===== src/rtl/fpuBindPkg.sv =====
package fpuBindPkg;
  localparam int NUM_DATA = 32;
  localparam int NUM_TGT  = NUM_DATA + 2;
  localparam int IDX_W    = $clog2(NUM_TGT);
  localparam int DEST_W   = $clog2(NUM_DATA);
  localparam int STAT_IDX = NUM_DATA;
  localparam int EXC_IDX  = NUM_DATA + 1;

  typedef enum logic [2:0] {
    OP_ARITH = 3'd0,
    OP_MOVD  = 3'd1,
    OP_MOVC  = 3'd2,
    OP_TEST  = 3'd3,
    OP_LOGIC = 3'd4
  } opClass_e;

  typedef struct packed {
    logic [NUM_TGT-1:0] inc;
    logic [NUM_TGT-1:0] dec;
  } bindStrobes_t;
endpackage


===== src/rtl/fpuBindCtrl.sv =====
module fpuBindCtrl
  import fpuBindPkg::*;
(
  input  logic               clk,
  input  logic               rstN,
  input  logic               commitValid,
  input  logic               commitHasDest,
  input  logic [DEST_W-1:0]  commitDest,
  input  logic [2:0]         commitOp,
  input  logic               commitModStatus,
  input  logic               commitModExc,
  input  logic [NUM_TGT-1:0] releaseMask,
  output bindStrobes_t       strobes
);
  opClass_e opCls;
  logic statusBind, excBind, dataBind;
  logic [NUM_DATA-1:0] dataOneHot;

  assign opCls = opClass_e'(commitOp);

  always_comb begin
    statusBind = 1'b0;
    excBind    = 1'b0;
    if (commitValid) begin
      unique case (opCls)
        OP_ARITH: begin statusBind = 1'b1; excBind = 1'b1; end
        OP_TEST:  statusBind = 1'b1;
        OP_LOGIC: begin statusBind = commitModStatus; excBind = commitModExc; end
        default:  ;
      endcase
    end
  end

  assign dataBind = commitValid && commitHasDest;

  always_comb begin
    dataOneHot = '0;
    if (dataBind) dataOneHot[commitDest] = 1'b1;
  end

  assign strobes.inc = {excBind, statusBind, dataOneHot};
  assign strobes.dec = releaseMask;

  // moves never touch the special registers
  assert_move_no_special_R6: assert property (@(posedge clk) disable iff (!rstN)
    (commitValid && (commitOp == 3'd1 || commitOp == 3'd2)) |->
      !strobes.inc[STAT_IDX] && !strobes.inc[EXC_IDX]);
  assert_test_no_exc_R7: assert property (@(posedge clk) disable iff (!rstN)
    (commitValid && commitOp == 3'd3) |-> !strobes.inc[EXC_IDX]);
  assert_one_data_claim_R2: assert property (@(posedge clk) disable iff (!rstN)
    $countones(strobes.inc[NUM_DATA-1:0]) <= 1);
endmodule


===== src/rtl/fpuBindCounters.sv =====
module fpuBindCounters
  import fpuBindPkg::*;
#(
  parameter int CNT_W = 3
) (
  input  logic               clk,
  input  logic               rstN,
  input  bindStrobes_t       strobes,
  output logic [NUM_TGT-1:0] bound
);
  localparam logic [CNT_W-1:0] CNT_MAX = {CNT_W{1'b1}};

  for (genvar t = 0; t < NUM_TGT; t++) begin : gTgt
    logic [CNT_W-1:0] holders;
    always_ff @(posedge clk) begin
      if (!rstN) holders <= '0;
      else if (strobes.inc[t] && !strobes.dec[t]) holders <= holders + 1'b1;
      else if (!strobes.inc[t] && strobes.dec[t]) holders <= holders - 1'b1;
    end
    assign bound[t] = (holders != '0);

    assert_no_overflow_R11: assert property (@(posedge clk) disable iff (!rstN)
      !(strobes.inc[t] && !strobes.dec[t] && holders == CNT_MAX));
    assert_no_underflow_R11: assert property (@(posedge clk) disable iff (!rstN)
      !(strobes.dec[t] && !strobes.inc[t] && holders == '0));
    assert_claim_sticks_R3: assert property (@(posedge clk) disable iff (!rstN)
      (bound[t] && !strobes.dec[t]) |=> bound[t]);
    assert_claim_visible_R2: assert property (@(posedge clk) disable iff (!rstN)
      (strobes.inc[t] && !strobes.dec[t]) |=> bound[t]);
  end
endmodule


===== src/rtl/fpuBindScoreboard.sv =====
module fpuBindScoreboard
  import fpuBindPkg::*;
#(
  parameter int CNT_W = 3
) (
  input  logic         clk,
  input  logic         rstN,
  input  logic         commitValid,
  input  logic         commitHasDest,
  input  logic [4:0]   commitDest,
  input  logic [2:0]   commitOp,
  input  logic         commitModStatus,
  input  logic         commitModExc,
  input  logic         commitExcEnable,
  input  logic [33:0]  releaseMask,
  input  logic         reqValid,
  input  logic [5:0]   reqTarget,
  output logic         grant,
  output logic         stall
);
  bindStrobes_t        strobes;
  logic [NUM_TGT-1:0]  bound;
  logic                tgtBound;
  logic                unusedEnable;

  // the enable bit has no bearing on claiming the exception-address register
  assign unusedEnable = commitExcEnable;

  fpuBindCtrl uCtrl (
    .clk(clk), .rstN(rstN),
    .commitValid(commitValid), .commitHasDest(commitHasDest),
    .commitDest(commitDest), .commitOp(commitOp),
    .commitModStatus(commitModStatus), .commitModExc(commitModExc),
    .releaseMask(releaseMask), .strobes(strobes)
  );

  fpuBindCounters #(.CNT_W(CNT_W)) uCnt (
    .clk(clk), .rstN(rstN), .strobes(strobes), .bound(bound)
  );

  assign tgtBound = (reqTarget < IDX_W'(NUM_TGT)) ? bound[reqTarget] : 1'b0;
  assign grant    = reqValid && !tgtBound;
  assign stall    = reqValid &&  tgtBound;

  assert_grant_stall_excl_R9: assert property (@(posedge clk) disable iff (!rstN)
    reqValid |-> $onehot({grant, stall}));
  assert_idle_quiet_R9: assert property (@(posedge clk) disable iff (!rstN)
    !reqValid |-> !grant && !stall);
endmodule


===== config.mk =====
export PLATFORM = sky130hd
export DESIGN_NAME = fpuBindScoreboard
export DESIGN_NICKNAME = d
export VERILOG_FILES = /design/src/rtl/fpuBindPkg.sv /design/src/rtl/fpuBindCtrl.sv /design/src/rtl/fpuBindCounters.sv /design/src/rtl/fpuBindScoreboard.sv
export SDC_FILE = /design/constraint.sdc
export NUM_CORES = 1
export LEC_CHECK = 0
export ABC_CLOCK_PERIOD_IN_PS = 3000
export BUFFER_PORTS_ARGS = -buffer_cell sky130_fd_sc_hd__buf_2
export CORE_UTILIZATION = 54
export CTS_CLUSTER_DIAMETER = 30
export DETAILED_ROUTE_END_ITERATION = 10
export PLACE_DENSITY = 0.74
export SYNTH_ARGS = -nofsm -noshare
export SYNTH_HDL_FRONTEND = slang
export SYNTH_SLANG_ARGS = --single-unit

===== constraint.sdc =====
create_clock -name clk -period 3 [get_ports clk]
set_input_delay 0.45 -clock clk [delete_from_list [all_inputs] [get_ports clk]]
set_output_delay 0.45 -clock clk [all_outputs]
set_load 0.05 [all_outputs]

## Word level (Yosys, flattened, before mapping)

Index checks and enable logic that the tools add are counted.

| storage, ports and cells | value |
|---|---|
| register bits after elaboration | 102 |
| input port bits | 56 |
| output and inout bits | 2 |
| logic and storage cells | 397 |

| cells by class | value |
|---|---|
| add/subtract/negate cells | 68 |
| order comparisons | 4 |
| equal/unequal tests | 2 |
| multiplexer cells | 78 |
| reduce and logical (&&, ||, !) cells | 211 |

Operators with widths:

| cell | number |
|---|---|
| 3-bit two-way mux | 68 |
| 3-bit by 1-bit adder with 3-bit output, second input constant | 34 |
| 3-bit nonzero test | 34 |
| 3-bit by 1-bit subtractor with 3-bit output, second input constant | 34 |
| 1-bit logical AND | 72 |
| 1-bit zero test | 69 |
| 2-bit nonzero test | 34 |
| 32-bit two-way mux | 1 |
| 6-bit by 7-bit less-than comparator with 1-bit output, second input constant | 1 |
| 1-bit binary-select mux with 6-bit select | 1 |
| 5-bit by 6-bit less-than comparator with 1-bit output, second input constant | 1 |
| 6-bit less-than comparator, second input constant | 1 |
| 1-bit demux with 5-bit select | 1 |
| 5-bit by 1-bit >= comparator with 1-bit output, second input constant | 1 |
| 1-bit two-way mux | 5 |
| 1-bit one-hot mux with 2 select lines | 2 |
| 3-bit by 2-bit == test with 1-bit output, second input constant | 1 |
| 3-bit == test, second input constant | 1 |
| 3-bit zero test | 1 |
| 2-bit OR reduction | 1 |

## Depth between registers and ports, before layout

Gate-level depths: netlist (run 1).

| depth | value |
|---|---|
| depth in word-level cells | 9 |
| gate-level depth with buffers | 10 |
| depth with buffers taken out | 10 |

## Hierarchy

Synthesis (run 1) repeated with hierarchy kept, for this count alone.

| second synthesis, totals | value |
|---|---|
| cell total of the unflattened synthesis | 675 |
| area, all modules | 6565.0 µm² |

By module, submodules not included:

| module | times used | cells each | area an instance (µm²) | sequential area each (µm²) |
|---|---|---|---|---|
| fpuBindCounters | 1 | 555 | 5660.4 | 2042.0 |
| fpuBindCtrl | 1 | 88 | 540.5 | 0.0 |
| fpuBindScoreboard | 1 | 32 | 364.1 | 0.0 |

## Worst setup path before layout (run 1)

Ideal clock, no wire load.

| timing | value |
|---|---|
| path kind | input -> output |
| start | in reqTarget[1] |
| end | out grant |
| arrival time | 2.366 ns |
| required time | 2.550 ns |
| path slack | 0.184 ns |
| stages on the path | 6 |
| buffers on the path | 1 |
| cell sequence | buf_4 > nor4b_1 > nor2_1 > a21oi_1 > o31ai_2 > o32ai_1 |

| on the way | value |
|---|---|
| longest elaborated chain between the ends | 5 |
| elaborated cells on any way between the ends | 6 |
| those cells by class | 1 x order compare; 3 x mux; 2 x reduce/logical |

RTL lines:

| item | RTL line | RTL |
|---|---|---|
| start: declaration | fpuBindScoreboard.sv:17 | `input logic [5:0] reqTarget,` |
| 1-bit binary-select mux with 6-bit select | fpuBindScoreboard.sv:41 | `assign tgtBound = (reqTarget < IDX_W'(NUM_TGT)) ? bound[reqTarget] : 1'b0;` |
| 1-bit two-way mux (not written as such) | fpuBindScoreboard.sv:41 |  |
| 1-bit two-way mux (*) | fpuBindScoreboard.sv:41 |  |
| 1-bit zero test (*) | fpuBindScoreboard.sv:42 | `assign grant = reqValid && !tgtBound;` |
| 1-bit logical AND (*) | fpuBindScoreboard.sv:42 |  |
| end: declaration | fpuBindScoreboard.sv:18 | `output logic grant,` |

Every way passes the cells marked *; elsewhere a longest branch is shown, timed or not. The select of a mux whose other input is x is not followed.

## Worst setup path in the final report (run 1)

| timing | value |
|---|---|
| start | in reqTarget[1] |
| end | out stall |

| on the way | value |
|---|---|
| longest elaborated chain between the ends | 4 |
| elaborated cells on any way between the ends | 5 |
| those cells by class | 1 x order compare; 3 x mux; 1 x reduce/logical |

RTL lines:

| item | RTL line | RTL |
|---|---|---|
| 1-bit binary-select mux with 6-bit select | fpuBindScoreboard.sv:41 |  |
| 1-bit two-way mux (not written as such) | fpuBindScoreboard.sv:41 |  |
| 1-bit two-way mux (*) | fpuBindScoreboard.sv:41 |  |
| 1-bit logical AND (*) | fpuBindScoreboard.sv:43 | `assign stall = reqValid && tgtBound;` |
| end: declaration | fpuBindScoreboard.sv:19 | `output logic stall` |

Marks and branches as above.

==> results_dict.tcl, run 1 <==
set metrics [dict create \
    routed_wl_um 12910 \
    hp-class "flop to flop" \
    most-common-layout-cells "sky130_fd_sc_hd__dfxtp_1 (102), sky130_fd_sc_hd__inv_1 (71), sky130_fd_sc_hd__buf_2 (56)" \
    final-setup-viol-count 0 \
    postSynthRegisterBits 102 \
    cts_setup_buffers 0 \
    async_set_or_reset_register_ratio_after_synthesis 0 \
    sequential_cell_area_sq_mm 0.002042 \
    drtAntennaViolNets 0 \
    synthDistinctLibCells 41 \
    largest_register_ff_count 102 \
    critical_path_class "input pin to primary output" \
    io_buffer_count 56 \
    achievable-frequency_ghz 0.3614 \
    period_needed_ps 2767 \
    cap_violations 0 \
    post_dp_cell_area_sq_mm 0.006673 \
    antenna-diode-count 0 \
    power.share.combinational 0.210 \
    mostFrequentLayoutCell "sky130_fd_sc_hd__dfxtp_1" \
    worst-slew-pin-transition_ps 461.6 \
    initial_core_utilization 0.5650 \
    cts.htree.levels 3 \
    end_kind "primary output" \
    num_vias 4670 \
    synth_seq_area_share 0.3276 \
    synth_cells 650 \
    final-hold-violation-count 0 \
    detailed_route_vias_per_instance 5.462 \
    post-place-ws_ps 191.7 \
    power.share.clock 0.348 \
    grt_antenna_before_repair 0 \
    syn-cell-area_sq_mm 0.006232 \
    grtUsageTotal 0.2347 \
    layout_worst_path_cycle_share 0.9224 \
    cellPowerDensity_mw_per_mm2 549.6 \
    fin_ws_ps 232.8 \
    grt_use_met2 0.4088 \
    chipHeight_um 109.4 \
    sequentialPowerShare 0.442 \
    p_sw_mw 1.081 \
    post_route_cells_drive_above_1_share 0.1189 \
    reg.largest.list "uCnt.gTgt.holders: 102 flops" \
    cts.clk_slew.worst_paths_ps 70 \
    drt_pre_antenna_iters 4 \
    critical_path_arrival_ps 2320 \
    syn_avg_cell_area_sq_um 9.588 \
    fillers 923 \
    maxSlewViolCount 0 \
    nNetsFinal 834 \
    globalRouteMet3Util 0.05809 \
    cts.path.max_buffers 2 \
    gr-total-overflow 0 \
    yosysWarnings 0 \
    relSlewSlack 0.6915 \
    power.share.switching 0.2805 \
    dominantRegCellSynth "sky130_fd_sc_hd__dfxtp_1" \
    p_leak_nw 3.017 \
    insertion_delay_of_the_later_clocked_pin_in_the_worst_skew_pair_ps 350 \
    multi_input_area_sq_mm 0.003849 \
    ir_drop_v 0.0003652 \
    synth_edf_count 0 \
    critPathLaunchType "input pin" \
    pin_count_of_the_biggest_net_entering_global_routing 39 \
    place_congestion 0.8191 \
    area_of_all_placed_cells_without_fillers_sq_mm 0.007012 \
    max_flop_register "uCnt.gTgt.holders" \
    setup-tns-final_ps 0 \
    finClkSkew_ps 7.499 \
    post-layout-total-power_mw 3.854 \
    number_of_nets_in_the_synthesized_netlist 774 \
    clkSinkCount 102 \
    first_global_vias 4611 \
    grt_setup_unrepaired "no" \
    initialDrtViolationCount 226 \
    use_met1 0.2881 \
    critical_path_peak_fanout 14 \
    cellInternalPower_mw 2.773 \
    placeableCoreArea_sq_mm 0.01103 \
    die_area_sq_mm 0.01197 \
    grt-busiest-layer "met2" \
    cts_buffers 9 \
    grt_first_pass_wirelength_um 21320 \
    die-width_um 109.4 \
    holdBufCountCts 0 \
    layout-area-overhead-vs-synth_pct 12.51 \
    detail_route.drc_violations 0 \
    cts.repair.resized 0 \
    clock-root-buffer "sky130_fd_sc_hd__clkbuf_16" \
    detail_route.wl_per_cell_um 15.10 \
    io-pin-count 58 \
    detailed_place_hpwl_um 9686 \
    run_status "complete, no violations" \
    tritoncts_clock_tree "yes" \
    rows 38 \
    worst_ep_required_time_ps 2550 \
]
-- cells in the mapped netlist (3+ instances only) --
cell,instances,share of area
sky130_fd_sc_hd__dfxtp_1,102,0.33
sky130_fd_sc_hd__nor4_1,14,0.014
sky130_fd_sc_hd__nor2_1,38,0.023
sky130_fd_sc_hd__or3_1,37,0.037
sky130_fd_sc_hd__nand3b_1,3,0.0036
sky130_fd_sc_hd__clkbuf_1,12,0.0072
sky130_fd_sc_hd__nand2_1,4,0.0024
sky130_fd_sc_hd__nor3_1,14,0.011
sky130_fd_sc_hd__mux2i_1,34,0.055
sky130_fd_sc_hd__nor4b_1,8,0.011
sky130_fd_sc_hd__nor2b_1,38,0.038
sky130_fd_sc_hd__o21ai_0,38,0.031
sky130_fd_sc_hd__xor2_1,34,0.048
sky130_fd_sc_hd__a21oi_1,3,0.0024
sky130_fd_sc_hd__a21boi_0,34,0.041
sky130_fd_sc_hd__inv_1,71,0.043
sky130_fd_sc_hd__nand3_1,3,0.0024
sky130_fd_sc_hd__ha_1,34,0.068
sky130_fd_sc_hd__and2_1,34,0.034
sky130_fd_sc_hd__xnor2_1,34,0.048
sky130_fd_sc_hd__fa_1,34,0.11
-- power groups by stage --
stage	Sequential, mW	Clock, mW	Combinational (mW)
after floorplan	1.70	0	0.612
after global placement	1.72	0	0.754
after detailed placement	1.73	0	0.804
after CTS	1.70	1.37	0.817
after global routing	1.73	1.42	0.913
final	1.70	1.34	0.809
-- critical path, cell delays in order --
cell	delay (ps)
sky130_fd_sc_hd__buf_2	310
sky130_fd_sc_hd__mux4_2	590
sky130_fd_sc_hd__or3_1	340
sky130_fd_sc_hd__o31ai_2	80
sky130_fd_sc_hd__o221a_1	270
sky130_fd_sc_hd__buf_2	280
-- metrics by stage --
step | utilization | cells | hold WS [ps]
floorplan | - | 650 | 464.2
global placement | 0.6049 | 839 | 473.6
detailed placement | 0.6049 | 839 | 482.9
CTS | 0.6357 | 855 | 492.9
global route | 0.6357 | 855 | 524.7
finish | 0.6357 | 855 | 490.2
-- metal layers --
layer,vias to the layer above,share of wire
li1,2298,-
met5,-,0
met3,19,0.036
met1,2270,0.45
met2,83,0.50
met4,0,0.016
-- cell families (layout without fill, tap and decap cells) --
| kind of cell | after synthesis | in the layout | synth area share |
|---|---|---|---|
| buffers and inverters | 86 | 151 | 0.05481 |
| xor gates and xnor gates | 68 | 68 | 0.09556 |
| AOI/OAI and AO/OA | 87 | 87 | 0.09094 |
| and+or+nand+nor | 203 | 203 | 0.1917 |
| DFF | 102 | 102 | 0.3276 |
| adders and majority gates | 68 | 68 | 0.1775 |
| muxes | 36 | 36 | 0.06184 |
-- worst paths after layout --
path	cells after the start	slack, ps	end	from
worst min register to register	2	490	uCnt.gTgt[30].holders[2]$_SDFFE_PN0P_	uCnt.gTgt[30].holders[2]$_SDFFE_PN0P_
worst min-delay path	2	490	uCnt.gTgt[30].holders[2]$_SDFFE_PN0P_	uCnt.gTgt[30].holders[2]$_SDFFE_PN0P_
worst max register to register	4	1440	uCnt.gTgt[8].holders[2]$_SDFFE_PN0P_	uCnt.gTgt[8].holders[0]$_SDFFE_PN0P_
worst max-delay path	6	230	stall	reqTarget[1]
-- cell type report --
cell class | instances | share of cell area
clock inverters | 5 | 0.01517
repair buffers | 64 | 0.04854
multi-input cells | 462 | 0.5489
inverters | 71 | 0.03801
flip-flops and latches | 102 | 0.2912
well taps | 140 | 0.02498
clock buffers | 11 | 0.03319
(Power assumes the default switching activity.)
==> run 2, diff against run 1 <==
--- a/config.mk
+++ b/config.mk
@@ -9,6 +9,5 @@
 export BUFFER_PORTS_ARGS = -buffer_cell sky130_fd_sc_hd__buf_2
-export CORE_UTILIZATION = 54
+export CORE_UTILIZATION = 45
 export CTS_CLUSTER_DIAMETER = 30
 export DETAILED_ROUTE_END_ITERATION = 10
-export PLACE_DENSITY = 0.74
 export SYNTH_ARGS = -nofsm -noshare
==> constraint.sdc (replaced) <==
create_clock -name clk -period 3 [get_ports clk]
set_input_delay 0.15 -clock clk [delete_from_list [all_inputs] [get_ports clk]]
set_output_delay 0.15 -clock clk [all_outputs]
set_load 0.05 [all_outputs]
==> results_dict.tcl, run 2 (same netlist as run 1, synthesis figures left out) <==
set metrics [dict create \
    die_area_sq_mm 0.01432 \
    num_vias 4559 \
    most-common-layout-cells "sky130_fd_sc_hd__dfxtp_1 (102), sky130_fd_sc_hd__inv_1 (71), sky130_fd_sc_hd__buf_2 (56)" \
    pin_count_of_the_biggest_net_entering_global_routing 57 \
    nNetsFinal 830 \
    routed_wl_um 13080 \
    power.share.combinational 0.215 \
    achievable-frequency_ghz 0.4012 \
    detailed_route_vias_per_instance 5.146 \
    grt_setup_unrepaired "no" \
    run_status "complete, no violations" \
    detailed_place_hpwl_um 9628 \
    post-layout-total-power_mw 3.722 \
    hp-class "input pin to flop" \
    layout_worst_path_cycle_share 0.8309 \
    critical_path.cell_chain "nor3_1 -> mux4_2 -> or3_1 -> o31ai_2 -> o221a_1 -> buf_2" \
    largest_register_ff_count 102 \
    drtAntennaViolNets 0 \
    cap_violations 0 \
    setup-tns-final_ps 0 \
    clock-root-buffer "sky130_fd_sc_hd__clkbuf_16" \
    first_global_vias 4627 \
    reg.largest.list "uCnt.gTgt.holders: 102 flops" \
    clkSinkCount 102 \
    cts_setup_buffers 0 \
    detail_route.drc_violations 0 \
    critical_path_peak_fanout 3 \
    grtUsageTotal 0.2009 \
    period_needed_ps 2493 \
    rows 42 \
    mostFrequentLayoutCell "sky130_fd_sc_hd__dfxtp_1" \
    drt_pre_antenna_iters 4 \
    worst-slew-pin-transition_ps 609.1 \
    grt_antenna_before_repair 0 \
    fin_hold_ws_ps 363.3 \
    ir_drop_v 0.0003944 \
    cts_buffers 9 \
    critical_path_class "flop to primary output" \
    largest_stage_delay_on_the_critical_path_ps 530 \
    cts.path.max_buffers 2 \
    cts.repair.resized 0 \
    fin_ws_ps 507.3 \
    critical_path.top_delay_family "multiplexers" \
    initial_core_utilization 0.4651 \
    cts.htree.levels 3 \
    place_congestion 0.7693 \
    final-setup-viol-count 0 \
    p_leak_nw 2.989 \
    final-hold-violation-count 0 \
    end_kind "primary output" \
    io_buffer_count 56 \
    insertion_delay_of_the_later_clocked_pin_in_the_worst_skew_pair_ps 350 \
    cts.clk_slew.worst_paths_ps 70 \
    maxSlewViolCount 0 \
    sequentialPowerShare 0.457 \
    gr-total-overflow 0 \
    holdBufCountCts 0 \
    post_route_cells_drive_above_1_share 0.1155 \
    power.share.switching 0.2858 \
    antenna-diode-count 0 \
    worst_ep_required_time_ps 2850 \
    tritoncts_clock_tree "yes" \
    p_sw_mw 1.064 \
    finClkSkew_ps 5.246 \
    placeableCoreArea_sq_mm 0.01340 \
    io-pin-count 58 \
    initialDrtViolationCount 202 \
    cellInternalPower_mw 2.659 \
    power.share.clock 0.328 \
    grt_first_pass_wirelength_um 22420 \
    cellPowerDensity_mw_per_mm2 532.0 \
    detail_route.wl_per_cell_um 14.76 \
    layout-area-overhead-vs-synth_pct 12.27 \
    critPathLaunchType "flop" \
    relSlewSlack 0.5939 \
    max_flop_register "uCnt.gTgt.holders" \
    critical_path_arrival_ps 2340 \
    critical_path.slowest_cell "sky130_fd_sc_hd__mux4_2" \
    die-width_um 119.7 \
    post-place-ws_ps 531.4 \
    chipHeight_um 119.7 \
    timing.critical_path.buf_inv 1 \
]
-- run 2: worst min-delay path, cell delays in order --
cell	delay, ps
sky130_fd_sc_hd__buf_2	90
sky130_fd_sc_hd__inv_1	50
sky130_fd_sc_hd__ha_1	200
sky130_fd_sc_hd__mux2i_1	90
sky130_fd_sc_hd__nor2b_1	100
-- run 2: power groups by stage --
stage	registers (mW)	clock network [mW]	logic (mW)
floorplan	1.70	0	0.612
global placement	1.72	0	0.759
detailed placement	1.73	0	0.802
CTS	1.70	1.26	0.811
global route	1.73	1.31	0.920
finish	1.70	1.22	0.801
-- run 2: routing by layer --
metal / wire length [um] / global-route usage / up-vias
met5: 0 / 0 / -
li1: - / - / 2291
met3: 403 / 0.04278 / 13
met4: 186 / 0.06094 / 0
met1: 6224 / 0.2540 / 2183
met2: 6268 / 0.3421 / 72
-- run 2: per-stage QoR --
stage | instances | instance area (sq um) | util
2_1_floorplan | 650 | 6232 | -
3_3_place_gp | 871 | 6688 | 0.4991
3_5_place_dp | 871 | 6688 | 0.4991
4_1_cts | 886 | 6997 | 0.5221
5_1_grt | 886 | 6997 | 0.5221
6_report | 886 | 6997 | 0.5221
-- run 2: final timing paths --
kind,depth (start not counted),slack [ps],start,end
min,5,360,releaseMask[30],uCnt.gTgt[30].holders[1]$_SDFFE_PN0P_
max reg2reg,4,1440,uCnt.gTgt[8].holders[0]$_SDFFE_PN0P_,uCnt.gTgt[8].holders[2]$_SDFFE_PN0P_
max,6,510,uCnt.gTgt[19].holders[0]$_SDFFE_PN0P_,stall
min reg2reg,2,490,uCnt.gTgt[19].holders[2]$_SDFFE_PN0P_,uCnt.gTgt[19].holders[2]$_SDFFE_PN0P_
-- run 2: area by class of cell --
class | instances | area (sq um)
Clock buffer | 12 | 266.5
Clock inverter | 3 | 42.54
Fill cell | 1237 | 6404
Inverter | 71 | 266.5
Multi-Input combinational cell | 462 | 3849
Sequential cell | 102 | 2042
Tap cell | 176 | 220.2
Timing Repair Buffer | 60 | 310.3
